**config.mk**
```make
export PLATFORM = sky130hd
export DESIGN_NAME = gpu_l2_line_ctrl
export DESIGN_NICKNAME = d
export VERILOG_FILES = /design/src/rtl/gpu_l2_line_ctrl.sv
export SDC_FILE = /design/constraint.sdc
export NUM_CORES = 1
export LEC_CHECK = 0
export ABC_AREA = 1
export BUFFER_PORTS_ARGS = -buffer_cell sky130_fd_sc_hd__buf_2
export CORE_ASPECT_RATIO = 0.7
export CORE_MARGIN = 2
export CORE_UTILIZATION = 34
export CTS_CLUSTER_DIAMETER = 200
export DETAILED_ROUTE_END_ITERATION = 16
export PLACE_DENSITY = 0.58
export SETUP_SLACK_MARGIN = 0.3
export SKIP_LAST_GASP = 1
export SLEW_MARGIN = 20
export SYNTH_ARGS = -nofsm -noshare
export SYNTH_HDL_FRONTEND = slang
export SYNTH_SLANG_ARGS = --single-unit
```
**constraint.sdc**
```tcl
create_clock -name clk -period 3.9 [get_ports clk]
set_input_delay 0.78 -clock clk [delete_from_list [all_inputs] [get_ports clk]]
set_output_delay 0.78 -clock clk [all_outputs]
set_load 0.05 [all_outputs]
```
**src/rtl/gpu_l2_line_ctrl.sv**
```systemverilog
module gpu_l2_line_ctrl #(
  parameter int NCORE    = 4,
  parameter int BYTES    = 4,
  parameter int ATOM_MAX = 7,
  parameter bit WB       = 1'b1,
  localparam int SRC_W   = (NCORE > 1) ? $clog2(NCORE) : 1,
  localparam int DW      = 8 * BYTES
) (
  input  logic             clk,
  input  logic             rst_n,
  input  logic             req_valid,
  input  logic [1:0]       req_op,
  input  logic [SRC_W-1:0] req_src,
  input  logic [BYTES-1:0] req_mask,
  input  logic [DW-1:0]    req_data,
  input  logic             room,
  input  logic             prb_valid,
  input  logic             repl_valid,
  input  logic             rsp_valid,
  input  logic             rsp_kind,
  input  logic [SRC_W-1:0] rsp_dst,
  input  logic [DW-1:0]    rsp_data,
  output logic             req_retry,
  output logic             need_victim,
  output logic             core_data_v,
  output logic             core_ack_v,
  output logic [NCORE-1:0] core_dst,
  output logic [DW-1:0]    core_data,
  output logic             mem_rd,
  output logic             mem_wr,
  output logic             mem_atom,
  output logic             mem_self,
  output logic [SRC_W-1:0] mem_src,
  output logic [BYTES-1:0] mem_mask,
  output logic [DW-1:0]    mem_data,
  output logic             prb_ack,
  output logic             unblock,
  output logic             mru,
  output logic [2:0]       state_o,
  output logic [BYTES-1:0] dirty_o
);
  localparam int CW = $clog2(ATOM_MAX + 1);
  localparam logic [2:0] S_I = 3'd0, S_V = 3'd1, S_M = 3'd2, S_W = 3'd3,
                         S_IV = 3'd4, S_WI = 3'd5, S_A = 3'd6;
  localparam logic [1:0] OP_RD = 2'd0, OP_WR = 2'd1, OP_AT = 2'd2;

  logic [2:0]       st, st_n;
  logic [DW-1:0]    line_q, line_n, merged;
  logic [BYTES-1:0] mask_q, mask_n;
  logic [NCORE-1:0] dest_q, dest_n, src_oh, rsp_oh;
  logic [CW-1:0]    cnt_q, cnt_n;
  logic             wb_start, fwd;

  assign src_oh  = NCORE'(1) << req_src;
  assign rsp_oh  = NCORE'(1) << rsp_dst;
  assign state_o = st;
  assign dirty_o = mask_q;

  always_comb begin
    for (int b = 0; b < BYTES; b++)
      merged[b*8 +: 8] = req_mask[b] ? req_data[b*8 +: 8] : line_q[b*8 +: 8];
  end

  always_comb begin
    st_n = st; line_n = line_q; mask_n = mask_q; dest_n = dest_q; cnt_n = cnt_q;
    req_retry = req_valid; need_victim = 1'b0;
    core_data_v = 1'b0; core_ack_v = 1'b0; core_dst = '0; core_data = '0;
    mem_rd = 1'b0; mem_wr = 1'b0; mem_atom = 1'b0; mem_self = 1'b0;
    mem_src = '0; mem_mask = '0; mem_data = '0;
    prb_ack = 1'b0; unblock = 1'b0; mru = 1'b0;
    wb_start = 1'b0; fwd = 1'b0;
    if (rsp_valid) begin
      if (!rsp_kind) begin
        if (st == S_IV) begin
          line_n = rsp_data; mask_n = '0; dest_n = '0; st_n = S_V;
          core_data_v = 1'b1; core_dst = dest_q; core_data = rsp_data; unblock = 1'b1;
        end else if (st == S_A) begin
          core_data_v = 1'b1; core_dst = rsp_oh; core_data = rsp_data;
          cnt_n = cnt_q - CW'(1);
          if (cnt_q == CW'(1)) st_n = S_I;
        end
      end else if (st == S_WI) begin
        st_n = S_I;
      end else if (st == S_I || st == S_V || st == S_IV || st == S_A) begin
        core_ack_v = 1'b1; core_dst = rsp_oh;
      end
    end else if (prb_valid) begin
      prb_ack = 1'b1;
      if (st == S_V) st_n = S_I;
      else if (st == S_M) st_n = S_W;
    end else if (repl_valid) begin
      if (st == S_M || st == S_W) wb_start = 1'b1;
      else if (st == S_V) st_n = S_I;
    end else if (req_valid) begin
      case (req_op)
        OP_RD: case (st)
          S_M, S_V: begin
            req_retry = 1'b0; mru = 1'b1;
            core_data_v = 1'b1; core_dst = src_oh; core_data = line_q;
          end
          S_I: begin
            req_retry = 1'b0; mem_rd = 1'b1; mem_src = req_src;
            dest_n = src_oh; st_n = S_IV;
          end
          S_IV: begin req_retry = 1'b0; dest_n = dest_q | src_oh; end
          S_W: wb_start = 1'b1;
          default: ;
        endcase
        OP_AT: case (st)
          S_I, S_V: begin fwd = 1'b1; mask_n = '0; cnt_n = CW'(1); st_n = S_A; end
          S_A: if (cnt_q != CW'(ATOM_MAX)) begin fwd = 1'b1; cnt_n = cnt_q + CW'(1); end
          S_M, S_W: wb_start = 1'b1;
          default: ;
        endcase
        OP_WR: if (WB) begin
          if ((st == S_I && room) || st == S_V || st == S_M || st == S_W) begin
            req_retry = 1'b0; mru = 1'b1;
            core_ack_v = 1'b1; core_dst = src_oh; line_n = merged;
            mask_n = (st == S_I) ? req_mask : (mask_q | req_mask);
            st_n = (st == S_W || st == S_I) ? S_W : S_M;
          end else if (st == S_I) begin
            need_victim = 1'b1;
          end
        end else begin
          if (st == S_I || st == S_V) begin
            req_retry = 1'b0; mem_wr = 1'b1; mem_src = req_src;
            mem_mask = req_mask; mem_data = req_data;
          end
          if (st == S_V) begin line_n = merged; mask_n = mask_q | req_mask; mru = 1'b1; end
        end
        default: ;
      endcase
      if (fwd) begin
        req_retry = 1'b0; mem_atom = 1'b1; mem_src = req_src;
        mem_mask = req_mask; mem_data = req_data;
      end
    end
    if (wb_start) begin
      mem_wr = 1'b1; mem_self = 1'b1; mem_mask = mask_q; mem_data = line_q;
      mask_n = '0; st_n = S_WI;
    end
  end

  always_ff @(posedge clk) begin
    if (!rst_n) begin
      st <= S_I; line_q <= '0; mask_q <= '0; dest_q <= '0; cnt_q <= '0;
    end else begin
      st <= st_n; line_q <= line_n; mask_q <= mask_n; dest_q <= dest_n; cnt_q <= cnt_n;
    end
  end
endmodule

```
Word-level counts from Yosys, hierarchy flattened:

Index checks and enable logic that the tools add are counted.

* $add $sub $neg: 2
* bitwise gates (word level): 3
* eq/ne operators: 37
* reductions and logical operators: 41
* multiplexer cells: 166
* shift-type cells: 2

Operators with widths (number)
* $mux 32: 23
* $mux 4: 31
* $mux 3: 26
* $mux 1: 66
* $reduce_and 8->1: 5
* $mux 8: 4
* $pmux 4 s2: 3
* $reduce_and 11->1: 2
* $reduce_bool 2->1: 11
* $ne 5x1->1 const B: 3
* $ne 5x5->1 const B: 3
* $mux 2: 7
* $ne 4x1->1 const B: 3
* $ne 6x6->1 const B: 2
* $eq 3x3->1 const B: 3
* $ne 3x2->1 const B: 3
* $pmux 3 s3: 1
* $reduce_and 9->1: 1
* $logic_or 1x1->1: 8
* $ne 2x1->1 const B: 4
* $ne 4x2->1 const B: 2
* $or 4x4->4: 2
* $pmux 1 s2: 4
* $reduce_or 2->1: 4
* 25 further kinds: 30

* input bits: 82
* output and inout port bits: 92
* register bits after elaboration: 46
* word-level logic and storage cells: 260

Logic depth before layout (Yosys ltp):

Gate-level depths: netlist (run 1).

* depth after elaboration: 14
* depth in mapped cells: 12
* mapped depth without buffers: 12

Least setup slack after synthesis (run 1):

No wires, ideal clock.

* kind: input-to-output
* start point: in repl_valid
* end point: out need_victim
* path buffers: 0
* cell stages on the path: 5
* data required time: 3.120 ns
* arrival: 2.676 ns
* setup slack: 0.444 ns
* cell sequence: inv_1 > nand2_1 > nor2_2 > nand2_2 > nor4_1

* longest elaborated chain between the ends: 3

Ends and longest elaborated chain
* from (decl): RTL line 18 `input logic repl_valid,`
* $mux 1: RTL line 91 `end else if (repl_valid) begin`
* $mux 1: RTL line 87 `end else if (prb_valid) begin`
* $mux 1: RTL line 72 `if (rsp_valid) begin`
* to (decl): RTL line 24 `output logic need_victim,`

No other way between the ends.

Worst setup path after layout (run 1):

* start point: in req_op[0]
* end point: out mem_data[25]

* longest elaborated chain between the ends: 12
* elaborated cells on any way between the ends: 18
* those cells by class: eq/ne: 1; mux: 16; reduce/logical: 1

Ends and longest elaborated chain
* from (decl): RTL line 12 `input logic [1:0] req_op,`
* $eq 2x2->1: RTL line 95 `case (req_op)`
* $mux 1: RTL line 95
* $mux 1: RTL line 94 `end else if (req_valid) begin`
* $mux 1: RTL line 91
* $mux 1: RTL line 87
* $mux 1: RTL line 72
* $mux 32: RTL line 133 `if (fwd) begin`
* $mux 32: RTL line 94
* $mux 32: RTL line 91
* $mux 32: RTL line 87
* $mux 32: RTL line 72
* $mux 32 *: RTL line 138 `if (wb_start) begin`
* to (decl): RTL line 35 `output logic [DW-1:0] mem_data,`

Mark *: on every way between the ends. The rest lies on a longest branch, timed or not. The select of a mux whose other input is x is not followed.

==> results.cfg, run 1 <==
[worst_setup_path]
cp-start-kind = input port
critical_path.top_delay_family = buffers and inverters
crit_arrival_ps = 2620
cpMaxStageDelayCell = buf_4
end_kind = output port
cp_num_buf_inv = 5
crit_type = input port to output port
cpPeakStageDelay_ps = 300
path_cells = buf_2, inv_1, ha_1, inv_1, nand2_1, nand3_1, nand2_1, nand3_4, buf_4, o22ai_2, buf_2
path_depth = 11
cp.required_ps = 3120
crit_fanout = 14
rr_worst_depth = 9
rrSetupSlack_ps = 1900

[worst_hold_path]
whs_path_depth = 2
hold_path.class = register to register

[drt]
ant_nets = 0
via_per_inst = 5.07
dr.pass1.iters = 5
drc = 0
num_vias = 4582
wl_per_cell_um = 14.2
routed_wl_um = 12800
drt_iter0_markers = 299

[sta]
setup_tns_ps = 0
final.min_clock_period_ps = 3400
relSlewSlack = 0.264
fin_skew_ps = 2.45
finalWorstSetupSlack_ps = 498
final_hold_viol_count = 0
fmax_mhz = 294
finalCritPeriodShare = 0.872
rsz0062_at_grt = no
tightest_slew_ps = 1100
setup_violations = 0
slew_viol_final = 0

[cts]
cts_tree = built
clk_latency_ps = 280
cts_hold_buf = 0
postCtsSetupRepairBufs = 0
htreeDepth = 2
cts_buffer_depth = 2
numClockSinks = 46
cts_resized = 0
numCtsBuffers = 5
clkTransAtPathRegs_ps = 60
ctsRootBufferMaster = clkbuf_16

[run_status]
status = completed

[synthesis]
yosysTopAreaCell = dfxtp_1
ys_warn_count = 0
syn_area_per_cell_um2 = 6.45
synthesis.nets = 688
synthCells = 598
synth-seq-area-share = 0.239
synth-seq-cells = 46
syn-cell-area_um2 = 3850
synthTopCellsByArea = dfxtp_1 24%, nand2_1 11%, o22ai_2 9.7%
synth_top_area_frac = 0.239
ys_types = 39

[die]
placeableCoreArea_um2 = 11100
core.rowCount = 32
start_util = 0.349
dieHeight_um = 93.1
die_x_um = 131
die-area_um2 = 12200
ios = 174

[global_routing]
grt_overflow_total = 0
grt_pass1_vias = 4237
grt_first_pass_wirelength_um = 20500
grt_max_degree = 84
antenna_found_initial = 0
grt_usage = 0.202

[final_layout]
final_cell_area_um2 = 4920
drive_above_1_share = 0.328
antennaDiodeCount = 0
fin_util = 0.445
final-instance-count-excl-fill = 903
register_area_um2 = 921
multi_input_area_um2 = 2350
fillers = 1218
syn_to_final_growth_pct = 27.7
fin_nets = 839

[power_and_ir_drop]
ir_worst_vdd_mv = 0.181
p_leak_nw = 2.48
cellPowerDensity_nw_per_um2 = 279

[placement]
place.gp.congestion = 0.912
portBuffers = 173
dp.cells = 895
place_area_um2 = 4760
place_ws_ps = 380
dp_hpwl_um = 9950

[job]
drv_cap = 0
-- cell usage after synthesis (all sizes together) --
cell type	count
nand2	116
inv	106
o21ai	89
o22ai	64
a21oi	52
dfxtp	46
nor2	43
buf	23
nand3	20
clkbuf	11
ha	8
nor3	4
o211ai	3
o2111ai	2
a21boi	1
a22o	1
and3	1
clkinv	1
nand4	1
nor4	1
o211a	1
o21a	1
o21bai	1
o221ai	1
xnor2	1
-- cells by family after synthesis --
family          Yosys count  synth area share
buf+inv                 141             0.153
compound gates          216             0.368
xor+xnor                  1           0.00227
simple gates            186             0.212
flops                    46             0.239
fa+ha+maj                 8            0.0260
-- registers in the layout, summed over array words and instances (netlist names) --
signal and cells:
state_o 3, cnt_q 3, line_q 32, dirty_o 4, dest_q 4
-- metrics by stage --
stage	power, W	hold WS (ps)
finish	0.00137	488
global route	0.00146	509
CTS	0.00139	494
detailed placement	0.000954	480
global placement	0.000951	467
floorplan	0.000832	450
-- worst reg2reg max path, stage by stage (launching register included) --
cell,delay [ps]
dfxtp_1,630
nand2_1,170
nor2_1,260
nand3_4,260
buf_4,290
nand2_1,70
nor2_1,50
nand3_1,80
nand2_1,50
nor2_1,100
-- worst paths after layout --
path                           start                      end
min           dest_q[2]$_SDFFE_PN0P_   dest_q[2]$_SDFFE_PN0P_
max reg2reg  state_o[1]$_SDFFE_PP0P_  state_o[0]$_SDFFE_PN0P_
min reg2reg   dest_q[2]$_SDFFE_PN0P_   dest_q[2]$_SDFFE_PN0P_
max                        req_op[0]             mem_data[25]
-- layout make-up --
cell class / count / area share
Clock buffer: 6 / 0.0282
Clock inverter: 2 / 0.00254
Inverter: 107 / 0.0816
Timing Repair Buffer: 178 / 0.184
Tap cell: 153 / 0.0389
Sequential cell: 46 / 0.187
Multi-Input combinational cell: 411 / 0.478
-- report_power, final --
group | switching, W | leakage, nW | internal (W)
logic | 0.000306 | 2.03 | 0.000128
registers | 0.0000212 | 0.373 | 0.000493
clock network | 0.000172 | 0.0729 | 0.000254
total | 0.000499 | 2.48 | 0.000875
-- layer usage --
layer,vias to the layer above,part of all wire,GRT usage
li1,2299,-,-
met1,2087,0.49,0.291
met2,181,0.43,0.316
met3,15,0.070,0.0336
met4,0,0.010,0.0462
met5,-,0,0
-- cells in the final DEF, fill, tap and decap left out, types with 2 or more instances in the layout --
cell type    n
inv_1       98
nor2_2       3
o2111ai_1    2
nand3_1     18
o22ai_2     30
ha_1         8
inv_2        8
dfxtp_1     46
nand2_4      2
buf_2      173
nor2_1      36
o22ai_1     34
o211ai_1     2
nor2_4       4
nor3_1       3
nand2_2      5
a21oi_1     49
a21oi_2      3
o21ai_1     20
buf_4        5
nand2_1    109
clkbuf_16    5
o21ai_0     68
Power figures use the tool's default switching activity.
==> run 2, diff against run 1 <==
BUFFER_PORTS_ARGS = -buffer_cell sky130_fd_sc_hd__buf_4   (was -buffer_cell sky130_fd_sc_hd__buf_2)
PLACE_DENSITY = unset   (was 0.58)
RECOVER_POWER = 100   (was unset)
==> results.cfg, run 2 (synthesized netlist as in run 1, its figures left out) <==
[sta]
slew_viol_final = 0
tightest_slew_ps = 774
rsz0062_at_grt = no
finalCritPeriodShare = 0.920
final_hold_viol_count = 0
setup_tns_ps = 0
relSlewSlack = 0.484
final.min_clock_period_ps = 3590
fmax_mhz = 279
fin_skew_ps = 6.45
setup_violations = 0

[worst_hold_path]
hold_path.class = register to register

[placement]
portBuffers = 173
place.gp.congestion = 0.905
dp_hpwl_um = 9980

[worst_setup_path]
cp.required_ps = 3120
cpMaxStageDelayCell = clkinvlp_4
crit_arrival_ps = 2810
path_cells = inv_2, nor3_1, clkinvlp_4, o22ai_1, clkbuf_1
crit_type = register to output port
end_kind = output port
cpPeakStageDelay_ps = 640
critical_path.top_delay_family = buffers and inverters
cp-start-kind = register
crit_fanout = 33
cp_num_buf_inv = 3

[final_layout]
largest_reg_flops = 32
syn_to_final_growth_pct = 30.5
fin_nets = 837
fin_util = 0.455
drive_above_1_share = 0.243
final_common_cell = buf_4
antennaDiodeCount = 0
largest-register = line_q
fillers = 1235
mostFrequentLayoutCells = 122 x buf_4, 114 x nand2_1, 98 x inv_1

[global_routing]
grt_pass1_vias = 4189
grt_usage = 0.207
grt_overflow_total = 0
grt_first_pass_wirelength_um = 21100
antenna_found_initial = 0
grt_max_degree = 84

[cts]
clkTransAtPathRegs_ps = 60
numCtsBuffers = 5
cts_tree = built
numClockSinks = 46
cts_hold_buf = 0
htreeDepth = 2
ctsRootBufferMaster = clkbuf_16
clk_latency_ps = 280
cts_buffer_depth = 2

[drt]
num_vias = 4572
wl_per_cell_um = 14.6
routed_wl_um = 13200
via_per_inst = 5.07
drc = 0
dr.pass1.iters = 5
drt_iter0_markers = 240
ant_nets = 0

[die]
core.rowCount = 32
ios = 174
dieHeight_um = 93.1
placeableCoreArea_um2 = 11100
die_x_um = 131
die-area_um2 = 12200
start_util = 0.349

[power_and_ir_drop]
ir_worst_vdd_mv = 0.175
cellPowerDensity_nw_per_um2 = 286
p_leak_nw = 2.36

[job]
drv_cap = 0

[run_status]
status = completed
run 2: cell count changes in the layout (fill, tap and decap cells not counted), moves of 23 or more:
cell,delta
o22ai_1,+24
buf_4,+117
clkbuf_2,+23
buf_2,-173
o22ai_2,-24
clkbuf_1,+30
run 2: metrics by stage:
stage                     setup slack [ps]  total power (W)  hold WS (ps)  instances  cell area (um^2)
after global placement                 542         0.000987           467        893              5190
after detailed placement               413         0.000990           479        893              5190
after global routing                   162          0.00152           507        901              5030
final                                  312          0.00144           484        901              5030
after floorplan                        444         0.000832           450        598              3850
after CTS                              403          0.00147           492        901              5360
run 2: path summary, 6_finish.rpt:
path	start	endpoint	slack, ps	cells after the start
worst max-delay path	state_o[2]$_SDFFE_PN0P_	core_data[23]	310	5
worst min register to register	line_q[11]$_SDFFE_PN0P_	line_q[11]$_SDFFE_PN0P_	480	2
worst max register to register	state_o[2]$_SDFFE_PN0P_	line_q[9]$_SDFFE_PN0P_	1780	7
worst min-delay path	line_q[11]$_SDFFE_PN0P_	line_q[11]$_SDFFE_PN0P_	480	2
run 2: layout make-up:
cell class / count / area, um^2 / share of cell area
Inverter: 107 / 405 / 0.0806
Timing Repair Buffer: 176 / 1160 / 0.231
Multi-Input combinational cell: 411 / 2180 / 0.434
Tap cell: 153 / 191 / 0.0381
Sequential cell: 46 / 921 / 0.183
Clock buffer: 6 / 129 / 0.0256
Clock inverter: 2 / 37.5 / 0.00746
run 2: worst min-delay path: stages, from the launching register on:
cell,delay (ps)
dfxtp_1,300
inv_1,80
a21oi_1,60
run 2: timing repair:
action | in CTS | in global routing
endpoints found under the setup margin | 0 | 60
buffers inserted | 0 | 0
resized for setup | 0 | 3
run 2: routing by layer:
metal  routed length, um  track usage  vias to the layer above
met5                   0            0                        -
met4                  55       0.0308                        0
met3                 942       0.0455                        8
met2                5790        0.326                      168
met1                6390        0.297                     2100
li1                    -            -                     2296
run 2: power by group:
| part | switching, W | total, W | internal (W) | leakage (nW) |
|---|---|---|---|---|
| Sequential | 0.0000216 | 0.000515 | 0.000493 | 0.373 |
| Clock | 0.000176 | 0.000479 | 0.000303 | 0.0771 |
| Combinational | 0.000299 | 0.000445 | 0.000146 | 1.91 |
| Total | 0.000497 | 0.00144 | 0.000942 | 2.36 |
